## src/rtl/rp_seq_pkg.sv

```systemverilog
package rp_seq_pkg;

    typedef enum logic [3:0] {
        ST_IDLE,
        ST_PWR_UP,
        ST_SOFT_UP,
        ST_DEV_SET,
        ST_DEV_WAIT,
        ST_TRAIN_OFF,
        ST_PHY_INIT,
        ST_WIN_SETUP,
        ST_PERST_LOW,
        ST_PERST_SETTLE,
        ST_LINK_ON,
        ST_FAULT
    } seq_state_e;

    // Bit positions decoded by the neighbouring controller
    localparam int unsigned CTRL_BIT_RC    = 0;
    localparam int unsigned CTRL_BIT_TRAIN = 2;

    typedef struct packed {
        logic pd_rel;
        logic srst_rel;
        logic rc_mode;
        logic train_en;
        logic perst_n;
        logic phy_req;
        logic setup_req;
        logic ready;
        logic cfg_ok;
        logic fault;
    } seq_ctrl_t;

    function automatic int unsigned max_u(input int unsigned a, input int unsigned b);
        return (a > b) ? a : b;
    endfunction

endpackage

```

## src/rtl/rp_ms_timer.sv

```systemverilog
module rp_ms_timer #(
    parameter int unsigned TICKS_PER_MS = 50000,
    parameter int unsigned MS_W         = 7
) (
    input  logic            clk_i,
    input  logic            rst_ni,
    input  logic            clr_i,
    output logic [MS_W-1:0] ms_o
);
    localparam int unsigned      PRE_W    = (TICKS_PER_MS > 1) ? $clog2(TICKS_PER_MS) : 1;
    localparam logic [PRE_W-1:0] PRE_LAST = PRE_W'(TICKS_PER_MS - 1);
    localparam logic [MS_W-1:0]  MS_MAX   = '1;

    logic [PRE_W-1:0] pre_q;
    logic [MS_W-1:0]  ms_q;
    logic             tick;

    assign tick = (pre_q == PRE_LAST);

    always_ff @(posedge clk_i or negedge rst_ni) begin
        if (!rst_ni) begin
            pre_q <= '0;
            ms_q  <= '0;
        end else if (clr_i) begin
            pre_q <= '0;
            ms_q  <= '0;
        end else if (tick) begin
            pre_q <= '0;
            if (ms_q != MS_MAX) begin
                ms_q <= ms_q + 1'b1;
            end
        end else begin
            pre_q <= pre_q + 1'b1;
        end
    end

    assign ms_o = ms_q;

endmodule

```

## src/rtl/rp_seq_fsm.sv

```systemverilog
module rp_seq_fsm
    import rp_seq_pkg::*;
#(
    parameter int unsigned DEV_WAIT_MS  = 1,
    parameter int unsigned PHY_TMO_MS   = 10,
    parameter int unsigned PERST_LOW_MS = 2,
    parameter int unsigned SETTLE_MS    = 100,
    parameter int unsigned MS_W         = 7
) (
    input  logic            clk_i,
    input  logic            rst_ni,
    input  logic            start_i,
    input  logic            suspend_i,
    input  logic            phy_done_i,
    input  logic            setup_done_i,
    input  logic [MS_W-1:0] ms_i,
    output seq_state_e      state_o,
    output logic            tmr_clr_o,
    output logic            phy_ok_o
);
    seq_state_e st_q, st_d;
    logic       phy_ok_q;
    logic       dev_wait_done, phy_tmo, perst_done, settle_done, active;

    assign dev_wait_done = (ms_i >= MS_W'(DEV_WAIT_MS));
    assign phy_tmo       = (ms_i >= MS_W'(PHY_TMO_MS));
    assign perst_done    = (ms_i >= MS_W'(PERST_LOW_MS));
    assign settle_done   = (ms_i >= MS_W'(SETTLE_MS));
    assign active        = (st_q != ST_IDLE) && (st_q != ST_FAULT);

    // State register
    always_ff @(posedge clk_i or negedge rst_ni) begin
        if (!rst_ni) begin
            st_q <= ST_IDLE;
        end else begin
            st_q <= st_d;
        end
    end

    // Next state
    always_comb begin
        st_d = st_q;
        if (active && suspend_i) begin
            st_d = ST_IDLE;
        end else begin
            unique case (st_q)
                ST_IDLE:         if (start_i) st_d = ST_PWR_UP;
                ST_PWR_UP:       st_d = ST_SOFT_UP;
                ST_SOFT_UP:      st_d = ST_DEV_SET;
                ST_DEV_SET:      st_d = ST_DEV_WAIT;
                ST_DEV_WAIT:     if (dev_wait_done) st_d = ST_TRAIN_OFF;
                ST_TRAIN_OFF:    st_d = ST_PHY_INIT;
                ST_PHY_INIT: begin
                    if (phy_done_i)   st_d = ST_WIN_SETUP;
                    else if (phy_tmo) st_d = ST_FAULT;
                end
                ST_WIN_SETUP:    if (setup_done_i) st_d = ST_PERST_LOW;
                ST_PERST_LOW:    if (perst_done) st_d = ST_PERST_SETTLE;
                ST_PERST_SETTLE: if (settle_done) st_d = ST_LINK_ON;
                ST_LINK_ON:      st_d = ST_LINK_ON;
                ST_FAULT:        st_d = ST_FAULT;
                default:         st_d = ST_IDLE;
            endcase
        end
    end

    // PHY-ready memory: set on the handshake, lost on idle or fault
    always_ff @(posedge clk_i or negedge rst_ni) begin
        if (!rst_ni) begin
            phy_ok_q <= 1'b0;
        end else if (st_d == ST_IDLE || st_d == ST_FAULT) begin
            phy_ok_q <= 1'b0;
        end else if (st_q == ST_PHY_INIT && st_d == ST_WIN_SETUP) begin
            phy_ok_q <= 1'b1;
        end
    end

    assign tmr_clr_o = (st_d != st_q);
    assign state_o   = st_q;
    assign phy_ok_o  = phy_ok_q;

    AST_START_IGNORED: assert property (@(posedge clk_i) disable iff (!rst_ni)
        (st_q == ST_DEV_WAIT && start_i && !suspend_i && !dev_wait_done) |=> (st_q == ST_DEV_WAIT));

    AST_FAULT_EXIT_ONLY_RESET: assert property (@(posedge clk_i) disable iff (!rst_ni)
        (st_q == ST_FAULT) |=> (st_q == ST_FAULT));

endmodule

```

## src/rtl/rp_ctrl_decode.sv

```systemverilog
module rp_ctrl_decode
    import rp_seq_pkg::*;
(
    input  seq_state_e state_i,
    output seq_ctrl_t  ctrl_o
);
    always_comb begin
        ctrl_o         = '0;
        ctrl_o.perst_n = 1'b1;
        unique case (state_i)
            ST_IDLE: ;
            ST_PWR_UP: begin
                ctrl_o.pd_rel = 1'b1;
            end
            ST_SOFT_UP: begin
                ctrl_o.pd_rel   = 1'b1;
                ctrl_o.srst_rel = 1'b1;
            end
            ST_DEV_SET, ST_DEV_WAIT, ST_TRAIN_OFF: begin
                ctrl_o.pd_rel   = 1'b1;
                ctrl_o.srst_rel = 1'b1;
                ctrl_o.rc_mode  = 1'b1;
            end
            ST_PHY_INIT: begin
                ctrl_o.pd_rel   = 1'b1;
                ctrl_o.srst_rel = 1'b1;
                ctrl_o.rc_mode  = 1'b1;
                ctrl_o.phy_req  = 1'b1;
            end
            ST_WIN_SETUP: begin
                ctrl_o.pd_rel    = 1'b1;
                ctrl_o.srst_rel  = 1'b1;
                ctrl_o.rc_mode   = 1'b1;
                ctrl_o.setup_req = 1'b1;
            end
            ST_PERST_LOW: begin
                ctrl_o.pd_rel   = 1'b1;
                ctrl_o.srst_rel = 1'b1;
                ctrl_o.rc_mode  = 1'b1;
                ctrl_o.perst_n  = 1'b0;
            end
            ST_PERST_SETTLE: begin
                ctrl_o.pd_rel   = 1'b1;
                ctrl_o.srst_rel = 1'b1;
                ctrl_o.rc_mode  = 1'b1;
            end
            ST_LINK_ON: begin
                ctrl_o.pd_rel   = 1'b1;
                ctrl_o.srst_rel = 1'b1;
                ctrl_o.rc_mode  = 1'b1;
                ctrl_o.train_en = 1'b1;
                ctrl_o.ready    = 1'b1;
                ctrl_o.cfg_ok   = 1'b1;
            end
            ST_FAULT: begin
                ctrl_o.fault = 1'b1;
            end
            default: ;
        endcase
    end
endmodule

```

## src/rtl/rp_bringup_seq.sv

```systemverilog
module rp_bringup_seq
    import rp_seq_pkg::*;
#(
    parameter int unsigned TICKS_PER_MS = 50000,
    parameter int unsigned DEV_WAIT_MS  = 1,
    parameter int unsigned PHY_TMO_MS   = 10,
    parameter int unsigned PERST_LOW_MS = 2,
    parameter int unsigned SETTLE_MS    = 100,
    parameter int unsigned CTRL_W       = 8
) (
    input  logic              clk_i,
    input  logic              rst_ni,
    input  logic              start_i,
    input  logic              suspend_i,
    input  logic              phy_done_i,
    input  logic              setup_done_i,
    output logic [CTRL_W-1:0] ctrl_word_o,
    output logic              pd_release_o,
    output logic              srst_release_o,
    output logic              perst_n_o,
    output logic              phy_init_req_o,
    output logic              setup_req_o,
    output logic              phy_ok_o,
    output logic              link_ready_o,
    output logic              cfg_allowed_o,
    output logic              fault_o
);
    localparam int unsigned MAX_MS = max_u(max_u(DEV_WAIT_MS, PHY_TMO_MS),
                                           max_u(PERST_LOW_MS, SETTLE_MS));
    localparam int unsigned MS_W   = $clog2(MAX_MS + 2);

    seq_state_e      state;
    seq_ctrl_t       ctl;
    logic            tmr_clr;
    logic [MS_W-1:0] ms_cnt;

    rp_ms_timer #(
        .TICKS_PER_MS (TICKS_PER_MS),
        .MS_W         (MS_W)
    ) i_timer (
        .clk_i  (clk_i),
        .rst_ni (rst_ni),
        .clr_i  (tmr_clr),
        .ms_o   (ms_cnt)
    );

    rp_seq_fsm #(
        .DEV_WAIT_MS  (DEV_WAIT_MS),
        .PHY_TMO_MS   (PHY_TMO_MS),
        .PERST_LOW_MS (PERST_LOW_MS),
        .SETTLE_MS    (SETTLE_MS),
        .MS_W         (MS_W)
    ) i_fsm (
        .clk_i        (clk_i),
        .rst_ni       (rst_ni),
        .start_i      (start_i),
        .suspend_i    (suspend_i),
        .phy_done_i   (phy_done_i),
        .setup_done_i (setup_done_i),
        .ms_i         (ms_cnt),
        .state_o      (state),
        .tmr_clr_o    (tmr_clr),
        .phy_ok_o     (phy_ok_o)
    );

    rp_ctrl_decode i_decode (
        .state_i (state),
        .ctrl_o  (ctl)
    );

    for (genvar b = 0; b < CTRL_W; b++) begin : g_ctrl
        if (b == CTRL_BIT_RC) begin : g_rc
            assign ctrl_word_o[b] = ctl.rc_mode;
        end else if (b == CTRL_BIT_TRAIN) begin : g_train
            assign ctrl_word_o[b] = ctl.train_en;
        end else begin : g_zero
            assign ctrl_word_o[b] = 1'b0;
        end
    end

    assign pd_release_o   = ctl.pd_rel;
    assign srst_release_o = ctl.srst_rel;
    assign perst_n_o      = ctl.perst_n;
    assign phy_init_req_o = ctl.phy_req;
    assign setup_req_o    = ctl.setup_req;
    assign link_ready_o   = ctl.ready;
    assign cfg_allowed_o  = ctl.cfg_ok;
    assign fault_o        = ctl.fault;

    AST_SOFT_AFTER_PD: assert property (@(posedge clk_i) disable iff (!rst_ni)
        srst_release_o |-> pd_release_o);

    AST_PHY_HANDSHAKE: assert property (@(posedge clk_i) disable iff (!rst_ni)
        (phy_init_req_o && phy_done_i && !suspend_i) |=> (setup_req_o && phy_ok_o && !phy_init_req_o));

    AST_PERST_ENTRY: assert property (@(posedge clk_i) disable iff (!rst_ni)
        $fell(perst_n_o) |-> $past(setup_req_o && setup_done_i));

    AST_TRAIN_NEEDS_PHY: assert property (@(posedge clk_i) disable iff (!rst_ni)
        ctrl_word_o[CTRL_BIT_TRAIN] |-> (phy_ok_o && perst_n_o));

    AST_CFG_WITH_TRAIN: assert property (@(posedge clk_i) disable iff (!rst_ni)
        cfg_allowed_o |-> (ctrl_word_o[CTRL_BIT_TRAIN] && link_ready_o));

    AST_FAULT_STICKY: assert property (@(posedge clk_i) disable iff (!rst_ni)
        fault_o |=> fault_o);

    AST_SUSPEND_DROPS: assert property (@(posedge clk_i) disable iff (!rst_ni)
        (suspend_i && pd_release_o) |=> (!pd_release_o && !phy_ok_o && !link_ready_o));

endmodule

```

## config.mk

```make
export PLATFORM = sky130hd
export DESIGN_NAME = rp_bringup_seq
export DESIGN_NICKNAME = d
export VERILOG_FILES = /design/src/rtl/rp_seq_pkg.sv /design/src/rtl/rp_ms_timer.sv /design/src/rtl/rp_seq_fsm.sv /design/src/rtl/rp_ctrl_decode.sv /design/src/rtl/rp_bringup_seq.sv
export SDC_FILE = /design/constraint.sdc
export NUM_CORES = 1
export LEC_CHECK = 0
export BUFFER_PORTS_ARGS = -buffer_cell sky130_fd_sc_hd__buf_4
export CORE_ASPECT_RATIO = 0.6
export CORE_MARGIN = 2
export CORE_UTILIZATION = 30
export CTS_CLUSTER_SIZE = 24
export DETAILED_ROUTE_END_ITERATION = 8
export SYNTH_ARGS = -nofsm -noshare
export SYNTH_HDL_FRONTEND = slang
export SYNTH_SLANG_ARGS = --single-unit
export TNS_END_PERCENT = 1
```

## constraint.sdc

```tcl
create_clock -name clk_i -period 4.6 [get_ports clk_i]
set_input_delay 0.92 -clock clk_i [delete_from_list [all_inputs] [get_ports clk_i]]
set_output_delay 0.92 -clock clk_i [all_outputs]
set_load 0.1 [all_outputs]
```

==> flow_metrics.env <==
export IMPL_drive_gt1_frac=0.208
export IMPL_synth_cell_types=45
export IMPL_synth_seq_cells=28
export IMPL_synthTopCellsByArea="dfrtp_1, nor3_2, xnor2_1, xor2_1, nand2_1"
export IMPL_fin_worst_skew_ns=0.00598
export IMPL_synth_area_mm2=0.00189
export IMPL_ys_warn_count=0
export IMPL_finalSetupTns_ns=0
export IMPL_cts_buffer_depth=2
export IMPL_swShare=0.497
export IMPL_drt_vias_per_instance=4.74
export IMPL_synthCells=202
export IMPL_rr_endpoint="i_timer.ms_o[1]"
export IMPL_cts_repair_resized=0
export IMPL_hp_start="i_timer.pre_q[0]"
export IMPL_p_sw_mw=0.513
export IMPL_power_frac_clock=0.186
export IMPL_dp_cells=292
export IMPL_crit_path_start_kind="register"
export IMPL_die_area_mm2=0.00697
export IMPL_finalCritPeriodShare=0.578
export IMPL_worstPathArrival_ns=1.74
export IMPL_final_nets=223
export IMPL_core_rowCount=22
export IMPL_post_dp_cell_area_mm2=0.00202
export IMPL_slew_violations=0
export IMPL_cp_slowest_stage_delay_ns=0.55
export IMPL_synth_top_area_share=0.371
export IMPL_setup_viol=0
export IMPL_tritoncts="built"
export IMPL_synth_edf_count=0
export IMPL_worstSetupPathType="register to output pin"
export IMPL_p_per_area_mw_per_mm2=493
export IMPL_post_cts_buffers=0
export IMPL_finalHoldWorstSlack_ns=0.511
export IMPL_synth_flop_cell="dfrtp_1"
export IMPL_stdcell_area_mm2=0.00210
export IMPL_synth_avg_cell_area_um2=9.35
export IMPL_wirelength_um=3680
export IMPL_final_antenna_net_count=0
export IMPL_die_x_um=106
export IMPL_slew_headroom=0.481
export IMPL_holdPathEnd="i_timer.pre_q[0]"
export IMPL_fill_cells=635
export IMPL_p_int_mw=0.520
export IMPL_cts_buffers=3
export IMPL_clock_fmax_mhz=376
export IMPL_post_route_min_period_ns=2.66
export IMPL_synth_top_cell_by_area="dfrtp_1"
export IMPL_htree_levels=1
export IMPL_core_mm2=0.00611
export IMPL_vias=1403
export IMPL_grt_pass1_wl_um=6490
export IMPL_synthTopCellsByCount="dfrtp_1, nor3_2, nand2_1, nor2_1, xnor2_1"
export IMPL_place_gp_congestion=0.857
export IMPL_hold_viol=0
export IMPL_holdPathStages=1
export IMPL_clk_latency_ns=0.28
export IMPL_ctsHoldBuffers=0
export IMPL_r2r_start="i_fsm.state_o[3]"
export IMPL_status="completed"
export IMPL_portBuffers=16
export IMPL_async_flop_share=1.00
export IMPL_grt_max_degree=29
export IMPL_crit_path_end_kind="output pin"
export IMPL_initial_core_util=0.309
export IMPL_worst_pin_slew_ns=0.779
export IMPL_cap_violations=0
export IMPL_overflow=0
export IMPL_antenna_found_initial=0
export IMPL_synth_most_common_cell="dfrtp_1"
export IMPL_drtIter0Drc=71
export IMPL_cpMaxStageDelayCell="dfrtp_1"
export IMPL_cts_sink_count=28
export IMPL_cts_clk_slew_worst_paths_ns=0.09
export IMPL_final_cells=296
export IMPL_grt_pass1_vias=1325
export IMPL_boundaryPins=23
export IMPL_yosysSeqAreaShare=0.371
export IMPL_area_growth_syn_to_layout_pct=10.9
export IMPL_drc_errors=0
export IMPL_hpwl_um=2770
export IMPL_drt_wirelength_per_cell_um=12.4
export IMPL_worst_endpoint_required_ns=3.68
export IMPL_root_buffer="clkbuf_8"
export IMPL_die_h_um=65.5
export IMPL_combPwrFrac=0.507
export IMPL_hold_class="register to register"
export IMPL_pwr_share_seq=0.307
export IMPL_ir_drop_v=0.000221
export IMPL_rrSetupSlack_ns=2.11
export IMPL_r2r_cells=7
export IMPL_num_antenna_cells=0
export IMPL_path_cells="a21oi_1 -> nand2b_1 -> a21boi_0 -> buf_4"
export IMPL_dr_pass1_iters=4
export IMPL_grt_usage=0.115
export IMPL_crit_fanout=15
export IMPL_rsz0062_at_grt="false"
export IMPL_power_leakage_nw=0.867
-- through the flow --
stage	setup slack, ns	utilization	power (mW)
6_report	1.94	0.343	1.03
3_3_place_gp	1.95	0.331	0.844
5_1_grt	1.75	0.343	1.10
2_1_floorplan	0.593	-	0.788
4_1_cts	1.92	0.343	1.04
3_5_place_dp	1.89	0.331	0.848
-- placed cells by master, fill, tap and decap left out, drive strengths merged, types with 4 or more instances in the layout --
master  count
nor2       18
nand2b      4
dfrtp      28
nand3       5
xor2        9
nor3       28
xnor2      13
ha          4
and3        6
nand2      18
a21oi       6
inv         9
o21ai       4
conb        6
buf        17
-- layer usage --
layer | vias up | GRT usage | part of all wire
met4 | 0 | 0.0195 | 0.0030
li1 | 715 | - | -
met5 | - | 0 | 0
met1 | 657 | 0.176 | 0.55
met3 | 2 | 0.0278 | 0.049
met2 | 29 | 0.165 | 0.40
-- critical path, delay by kind of cell (launching register included) --
kind | cells | cell delay (ns)
buffers and inverters | 1 | 0.31
AO/OA/AOI/OAI | 2 | 0.45
AND/OR/NAND/NOR | 1 | 0.15
flip-flops | 1 | 0.55
-- registers in the layout, indices dropped and copies added (netlist names) --
register / flops
i_timer.ms_o: 7
i_timer.pre_q: 16
i_fsm.phy_ok_o: 1
i_fsm.state_o: 4
-- cell families after synthesis --
family	after synthesis	synth area share
AND/OR/NAND/NOR	95	0.309
flip-flops	28	0.371
AO/OA/AOI/OAI	26	0.101
buffers and inverters	25	0.0795
XOR/XNOR	22	0.106
adder cells (fa/ha/maj)	4	0.0265
other	1	0.00198
multiplexers	1	0.00530
-- worst max-delay path by stage --
stage               slack, ns                to              from  depth (start not counted)
floorplan                0.59      pd_release_o  i_fsm.state_o[1]                          4
global placement         1.95  i_timer.pre_q[6]      setup_done_i                          6
detailed placement       1.89  i_timer.pre_q[8]      setup_done_i                          6
CTS                      1.92      pd_release_o  i_fsm.state_o[1]                          4
global route             1.75      pd_release_o  i_fsm.state_o[1]                          4
finish                   1.94      pd_release_o  i_fsm.state_o[1]                          4
-- power by group through the flow --
stage | clock network (mW) | registers [mW] | logic (mW)
after floorplan | 0 | 0.297 | 0.491
after global placement | 0 | 0.323 | 0.521
after detailed placement | 0 | 0.321 | 0.527
after CTS | 0.198 | 0.316 | 0.528
after global routing | 0.207 | 0.325 | 0.563
final | 0.192 | 0.317 | 0.524
-- area by class of cell --
type	count	area [um^2]	share of cell area
multi-input combinational	154	1060	0.504
sequential	28	701	0.334
tap	84	105	0.0501
clock buffer	3	41.3	0.0197
timing repair buffer	17	128	0.0609
inverter	9	33.8	0.0161
clock inverter	1	30.0	0.0143
Note: power is estimated with default switching activity, not from simulation.
